===== src/rtl/idx_irq_pkg.sv =====
package idx_irq_pkg;
  localparam int ID_W = 10;
  localparam logic [ID_W-1:0] NO_IRQ_ID = '1;

  localparam logic [11:0] OFS_GLOBAL = 12'h000;
  localparam logic [11:0] OFS_EN_SET = 12'h030;
  localparam logic [11:0] OFS_EN_CLR = 12'h034;
  localparam logic [11:0] OFS_PRIO   = 12'h0B0;
  localparam logic [11:0] OFS_ACK    = 12'h0B4;
  localparam logic [11:0] OFS_MSK_SET = 12'h0B8;
  localparam logic [11:0] OFS_MSK_CLR = 12'h0BC;

  typedef enum logic [1:0] {RD_ZERO, RD_GLOBAL, RD_PRIO, RD_ACK} rd_sel_e;

  typedef struct packed {
    logic            globalWr;
    logic            prioWr;
    logic            enSet;
    logic            enClr;
    logic            mskSet;
    logic            mskClr;
    logic            idxOk;
    logic            wrBit;
    logic [ID_W-1:0] idx;
  } strobe_t;
endpackage


===== src/rtl/idx_irq_decode.sv =====
module idx_irq_decode
  import idx_irq_pkg::*;
#(
  parameter int NUM_SRC = 128
) (
  input  logic        regWrEn,
  input  logic        regRdEn,
  input  logic [11:0] regAddr,
  input  logic [31:0] regWrData,
  output strobe_t     stb,
  output rd_sel_e     rdSel
);
  localparam logic [31:0] SRC_LIMIT = 32'(NUM_SRC);

  always_comb begin
    stb          = '0;
    stb.wrBit    = regWrData[0];
    stb.idx      = regWrData[ID_W-1:0];
    stb.idxOk    = regWrData < SRC_LIMIT;   // full-width range check
    if (regWrEn) begin
      stb.globalWr = (regAddr == OFS_GLOBAL);
      stb.prioWr   = (regAddr == OFS_PRIO);
      stb.enSet    = (regAddr == OFS_EN_SET);
      stb.enClr    = (regAddr == OFS_EN_CLR);
      stb.mskSet   = (regAddr == OFS_MSK_SET);
      stb.mskClr   = (regAddr == OFS_MSK_CLR);
    end
  end

  always_comb begin
    rdSel = RD_ZERO;
    if (regRdEn) begin
      unique case (regAddr)
        OFS_GLOBAL: rdSel = RD_GLOBAL;
        OFS_PRIO:   rdSel = RD_PRIO;
        OFS_ACK:    rdSel = RD_ACK;
        default:    rdSel = RD_ZERO;
      endcase
    end
  end
endmodule


===== src/rtl/idx_irq_datapath.sv =====
module idx_irq_datapath
  import idx_irq_pkg::*;
#(
  parameter int NUM_SRC = 128
) (
  input  logic               clk,
  input  logic               rst,
  input  strobe_t            stb,
  input  rd_sel_e            rdSel,
  input  logic [NUM_SRC-1:0] srcLevel,
  output logic [31:0]        rdData,
  output logic               cpuIrq
);
  localparam int IDX_W = (NUM_SRC > 1) ? $clog2(NUM_SRC) : 1;

  logic               globalOn;
  logic               prioBlock;
  logic [NUM_SRC-1:0] enReg;
  logic [NUM_SRC-1:0] mskReg;
  logic [NUM_SRC-1:0] selBit;
  logic [NUM_SRC-1:0] eligible;
  logic [ID_W-1:0]    ackId;
  logic [NUM_SRC-1:0] ackOneHot;

  assign selBit = NUM_SRC'(1) << stb.idx;

  always_ff @(posedge clk) begin
    if (rst) begin
      globalOn  <= 1'b0;
      prioBlock <= 1'b1;
      enReg     <= '0;
      mskReg    <= '1;
    end else begin
      if (stb.globalWr) globalOn  <= stb.wrBit;
      if (stb.prioWr)   prioBlock <= stb.wrBit;
      if (stb.idxOk) begin
        if (stb.enSet)  enReg  <= enReg | selBit;
        if (stb.enClr)  enReg  <= enReg & ~selBit;
        if (stb.mskSet) mskReg <= mskReg | selBit;
        if (stb.mskClr) mskReg <= mskReg & ~selBit;
      end
    end
  end

  assign eligible = srcLevel & enReg & ~mskReg & {NUM_SRC{globalOn & ~prioBlock}};

  // Scan from the top down so the lowest qualifying source is the last one kept.
  always_comb begin
    ackId = NO_IRQ_ID;
    for (int i = NUM_SRC - 1; i >= 0; i--) begin
      if (eligible[i]) ackId = ID_W'(i);
    end
  end

  assign cpuIrq    = (ackId != NO_IRQ_ID);
  assign ackOneHot = NUM_SRC'(1) << ackId;

  always_comb begin
    unique case (rdSel)
      RD_GLOBAL: rdData = {31'b0, globalOn};
      RD_PRIO:   rdData = {31'b0, prioBlock};
      RD_ACK:    rdData = 32'(ackId);
      default:   rdData = '0;
    endcase
  end

  p_off_silent_r2: assert property (@(posedge clk) disable iff (rst)
    !globalOn |-> ackId == NO_IRQ_ID);
  p_en_set_r3: assert property (@(posedge clk) disable iff (rst)
    stb.enSet && stb.idxOk |=> enReg[$past(stb.idx[IDX_W-1:0])]);
  p_en_clr_r3: assert property (@(posedge clk) disable iff (rst)
    stb.enClr && stb.idxOk |=> !enReg[$past(stb.idx[IDX_W-1:0])]);
  p_msk_set_r4: assert property (@(posedge clk) disable iff (rst)
    stb.mskSet && stb.idxOk |=> mskReg[$past(stb.idx[IDX_W-1:0])]);
  p_ack_valid_r5: assert property (@(posedge clk) disable iff (rst)
    ackId != NO_IRQ_ID |-> |(ackOneHot & srcLevel & enReg & ~mskReg));
  p_prio_block_r6: assert property (@(posedge clk) disable iff (rst)
    prioBlock |-> !cpuIrq);
  p_lowest_r7: assert property (@(posedge clk) disable iff (rst)
    ackId != NO_IRQ_ID |-> ((ackOneHot - NUM_SRC'(1)) & srcLevel & enReg & ~mskReg) == '0);
  p_oob_ignored_r9: assert property (@(posedge clk) disable iff (rst)
    (stb.enSet || stb.enClr || stb.mskSet || stb.mskClr) && !stb.idxOk
      |=> $stable(enReg) && $stable(mskReg));
endmodule


===== src/rtl/idx_irq_ctrl.sv =====
module idx_irq_ctrl
  import idx_irq_pkg::*;
#(
  parameter int NUM_SRC = 128
) (
  input  logic               clk,
  input  logic               rst,
  input  logic               regWrEn,
  input  logic               regRdEn,
  input  logic [11:0]        regAddr,
  input  logic [31:0]        regWrData,
  output logic [31:0]        regRdData,
  input  logic [NUM_SRC-1:0] srcLevel,
  output logic               cpuIrq
);
  strobe_t stb;
  rd_sel_e rdSel;

  idx_irq_decode #(.NUM_SRC(NUM_SRC)) u_decode (
    .regWrEn(regWrEn), .regRdEn(regRdEn), .regAddr(regAddr),
    .regWrData(regWrData), .stb(stb), .rdSel(rdSel)
  );

  idx_irq_datapath #(.NUM_SRC(NUM_SRC)) u_datapath (
    .clk(clk), .rst(rst), .stb(stb), .rdSel(rdSel), .srcLevel(srcLevel),
    .rdData(regRdData), .cpuIrq(cpuIrq)
  );
endmodule


===== config.mk =====
export PLATFORM = sky130hd
export DESIGN_NAME = idx_irq_ctrl
export DESIGN_NICKNAME = d
export VERILOG_FILES = /design/src/rtl/idx_irq_pkg.sv /design/src/rtl/idx_irq_decode.sv /design/src/rtl/idx_irq_datapath.sv /design/src/rtl/idx_irq_ctrl.sv
export SDC_FILE = /design/constraint.sdc
export NUM_CORES = 1
export LEC_CHECK = 0
export CORE_UTILIZATION = 35
export CTS_CLUSTER_SIZE = 30
export DETAILED_ROUTE_END_ITERATION = 8
export PLACE_DENSITY = 0.7
export SLEW_MARGIN = 30
export SYNTH_ARGS = -nofsm -noshare
export SYNTH_HDL_FRONTEND = slang
export SYNTH_SLANG_ARGS = --single-unit

===== constraint.sdc =====
create_clock -name clk -period 4.3 [get_ports clk]
set_clock_uncertainty 0.1 [all_clocks]
set_input_delay 1.29 -clock clk [delete_from_list [all_inputs] [get_ports clk]]
set_output_delay 1.29 -clock clk [all_outputs]
set_load 0.01 [all_outputs]

======== Word level (Yosys, flattened, before mapping) ========
Cells that the tools add are included.
operators by class
  muxes and demuxes ....................... 136
  reduce and logical (&&, ||, !) cells .... 5
  bitwise gates (word level) .............. 11
  order comparisons ....................... 1
  shift operators ......................... 1
  equality and inequality tests ........... 10
operator list
  kind                    number
  $mux 10                 128
  $and 128x128->128       5
  $mux 128                4
  $not 128->128           2
  $or 128x128->128        2
  $shl 1x10->128 const A  1
  $eq 12x8->1 const B     4
  $lt 32x8->1 const B     1
  $pmux 10 s3             1
  $eq 12x6->1 const B     2
  $logic_not 12->1        1
  $ne 10x10->1 const B    1
  $mux 6                  1
  $pmux 2 s3              1
  $eq 2x2->1 const B      2
  $reduce_and 2->1        2
  $reduce_bool 2->1       2
  $eq 2x1->1 const B      1
  $mux 2                  1
  $and 1x1->1             1
  $not 1->1               1
word-level totals
  register bits after elaboration ......... 258
  logic and storage cells ................. 168
  input port bits ......................... 176
  output and inout port bits .............. 33

======== Logic depth before layout (Yosys ltp) ========
  depth in word-level cells ............... 132
  depth in mapped cells ................... 12
  depth with buffers taken out ............ 8

======== Modules after synthesis ========
Synthesis repeated with hierarchy kept, for this count alone.
unflattened totals
  cells, all modules ...................... 1562
  area, all modules ....................... 12863.6 µm²
modules (own cells, without submodules)
  module            cells an instance  seq. area each (µm²)  instances  area each (µm²)
  idx_irq_datapath  1520               5165.0                1          12545.8
  idx_irq_decode    42                 0.0                   1          317.8

======== Least setup slack after synthesis ========
OpenSTA, ideal clock, no wires.
  kind .................................... input to output
  from .................................... in srcLevel[98]
  to ...................................... out regRdData[8]
  stages on the path ...................... 9
  required time ........................... 2.910 ns
  arrival ................................. 3.193 ns
  path slack .............................. -0.283 ns
  path buffers ............................ 1
  cell sequence ........................... and3b_1 -> o21ai_0 -> o211ai_1 -> nor4_1 -> nand3_1 -> nor4b_1 -> nand4b_1 -> nor2b_1 -> buf_4
on the way
  word-level cells in the longest chain between the ends .. 103
RTL lines
  item                            line                    source
  start: declaration              idx_irq_ctrl.sv:13      input logic [NUM_SRC-1:0] srcLevel,
  $and 128x128->128 (3 in a row)  idx_irq_datapath.sv:45  assign eligible = srcLevel & enReg & ~mskReg & {NUM_SRC{globalOn & ~prioBlock}};
  $mux 10 (99 in a row)           idx_irq_datapath.sv:51  if (eligible[i]) ackId = ID_W'(i);
  $pmux 10 s3                     idx_irq_datapath.sv:59  unique case (rdSel)
  end: declaration                idx_irq_ctrl.sv:12      output logic [31:0] regRdData,
Every way passes these cells.

======== Worst setup path after layout ========
  from .................................... in srcLevel[88]
  to ...................................... out regRdData[0]
on the way
  word-level cells in the longest chain between the ends .. 93
RTL lines
  item                            line
  $and 128x128->128 (3 in a row)  idx_irq_datapath.sv:45
  $mux 10 (89 in a row)           idx_irq_datapath.sv:51
  $pmux 10 s3                     idx_irq_datapath.sv:59
Every way passes these cells.

==> results.ini <==
[status]
outcome = finished, violations left
violations = negative setup slack

[clock_network]
cts-root-buf = clkbuf_16
clk_latency_ps = 540
htreeDepth = 1
clk_path_buf_depth = 3
cts.sinks = 258
cts-buffers-inserted = 29
cts_tree = yes
path_clk_slew_ps = 60
holdBufCountCts = 0

[detailed_routing]
first_iter_violations = 1783
routedWlPerCell_um = 20.5
drc = 0
vias_per_cell = 5.93
ant_nets = 0
vias = 15900
dr.pass1.iters = 5
drt_wl_total_um = 54800

[yosys]
yosys.area.top_type = dfxtp_1
synth_edf_count = 0
yosys.cell_types.count = 66
yosys-top-cells-area = dfxtp_1 38%, a21oi_1 11%, a311oi_1 8.2%
yosysMostFrequentCell = a21oi_1
synth_seq_cells = 258
synthTopCellsByCount = 293 x a21oi_1, 258 x dfxtp_1, 137 x a31oi_1
synthArstFlopShare = 0
ys_dominant_reg_cell = dfxtp_1
ys.warnings.count = 0
ys_seq_area_frac = 0.378
synthDominantCellAreaShare = 0.378
synth_cells = 1717
syn_area_per_cell_um2 = 7.96
netlist_area_mm2 = 0.0137

[grt]
antenna_found_initial = 3
grt_max_degree = 106
grt_pass1_vias = 15000
grt_pass1_wl_um = 82200
grt-ovfl-total = 0
grt_usage = 0.262

[timing]
worstMarginPinSlew_ps = 970
setup_violations = 11
timing.fmax_mhz = 208
slew_headroom = 0.354
hold_viol_final = 0
whs_ps = 412
finalSetupTns_ps = -4080
postLayoutSetupSlackWorst_ps = -501
fin_crit_sh = 1.12
rsz0062_at_grt = true
drv_slew = 0
fin_crit_ps = 4800

[power]
ir_drop_mv = 0.223
cellLeakagePower_nw = 7.80
p_per_area_mw_per_mm2 = 255

[floorplanning]
start_util = 0.355
die_area_mm2 = 0.0399
fp.dieH_um = 200
rows = 72
core_mm2 = 0.0386
ios = 209
die-width_um = 200

[critical_path]
path_max_fanout = 2
startpoint_type = primary input
cp.required_ps = 2910
worst_setup_path_end_kind = output pin
crit_type = in -> out
critPathArrivalTime_ps = 3410

[final_layout]
nets = 2310
drive_gt1_frac = 0.369
syn_to_final_growth_pct = 49.7
utilization = 0.531
fin_area_mm2 = 0.0205
fill_cells = 3472

[place]
port-buffer-count = 186
hpwl_um = 35300
preCtsSetupSlack_ps = -1360
gp_congestion = 0.903
postPlaceCellArea_mm2 = 0.0172

[job]
max-cap-violations = 0

[worst_hold_path]
hp-class = reg -> reg

metrics by stage:
stage	std cells	total power, mW
floorplan	1738	2.56
global placement	2481	2.78
detailed placement	2481	2.78
CTS	2655	5.24
global route	2675	5.36
finish	2675	5.21
worst paths after layout:
check | depth (start not counted) | slack [ps] | end | start
worst max-delay path | 11 | -500 | regRdData[0] | srcLevel[88]
worst min-delay path | 2 | 410 | flop | flop
worst max register to register | 3 | 3190 | flop | flop
worst min register to register | 2 | 410 | flop | flop
metal layers:
| metal | wire length, um | global-route usage | up-vias | share of wire |
|---|---|---|---|---|
| met5 | 17 | 0 | - | 0.00031 |
| met4 | 2210 | 0.104 | 2 | 0.040 |
| met3 | 4500 | 0.0461 | 174 | 0.082 |
| met2 | 26000 | 0.436 | 889 | 0.47 |
| met1 | 22100 | 0.334 | 7530 | 0.40 |
| li1 | - | - | 7276 | - |
cells in the final DEF (no fill, tap or decap), drive strengths merged, types with 3 or more instances in the layout:
cell	n
nand2	111
or3	23
inv	5
clkdlybuf4s50	50
dfxtp	258
nand3b	41
and3	6
a31o	3
buf	367
clkinv	4
and3b	18
o22ai	3
a21boi	3
a21o	3
a21oi	293
nor2b	12
a211oi	13
and2	5
nand2b	14
clkdlybuf4s15	13
nor2	127
nand4b	20
o21bai	6
nand3	24
dlymetal6s2s	5
a2111oi	6
clkbuf	47
nand4	10
o2111ai	4
a31oi	137
or2	131
o211ai	11
nor3	70
nor4	14
a311oi	128
o31ai	5
dlygate4sd2	86
conb	22
o21ai	35
report_power, final:
| group | switching [mW] | leakage, nW | internal (mW) | total, mW |
|---|---|---|---|---|
| clock | 1.01 | 0.473 | 1.51 | 2.51 |
| sequential | 0.00000373 | 2.08 | 2.39 | 2.39 |
| combinational | 0.182 | 5.24 | 0.130 | 0.312 |
worst max-delay path, stage by stage:
cell           delay (ps)
dlygate4sd2_1         200
nand3b_1              170
nor2_1                250
or3_1                 180
o2111ai_2             170
buf_4                 180
o211ai_1              320
a211oi_2               90
a211oi_2              310
o21ai_2               100
buf_2                 150
repair_timing:
item	in CTS	in global routing
cloned	1	0
gates resized for setup	520	55
buffers inserted	128	20
endpoints found under the setup margin	11	11
pin swaps	256	49
logic make-up after synthesis:
group | after synthesis | share of synthesized area
AO/OA/AOI/OAI | 657 | 0.303
buffers and inverters | 165 | 0.0620
multiplexers | 2 | 0.00146
flip-flops | 258 | 0.378
other | 1 | 0.000274
AND/OR/NAND/NOR | 634 | 0.255
final cells by class:
class	count	area, um^2	area share
repair buffers	524	4500	0.220
well taps	518	648	0.0317
multi-input cells	1316	9160	0.448
clock buffers	44	872	0.0426
diodes	2	5.00	0.000244
inverters	5	18.8	0.000917
flip-flops and latches	258	5170	0.253
clock inverters	8	95.1	0.00465
Note: power is estimated with default switching activity, not from simulation.
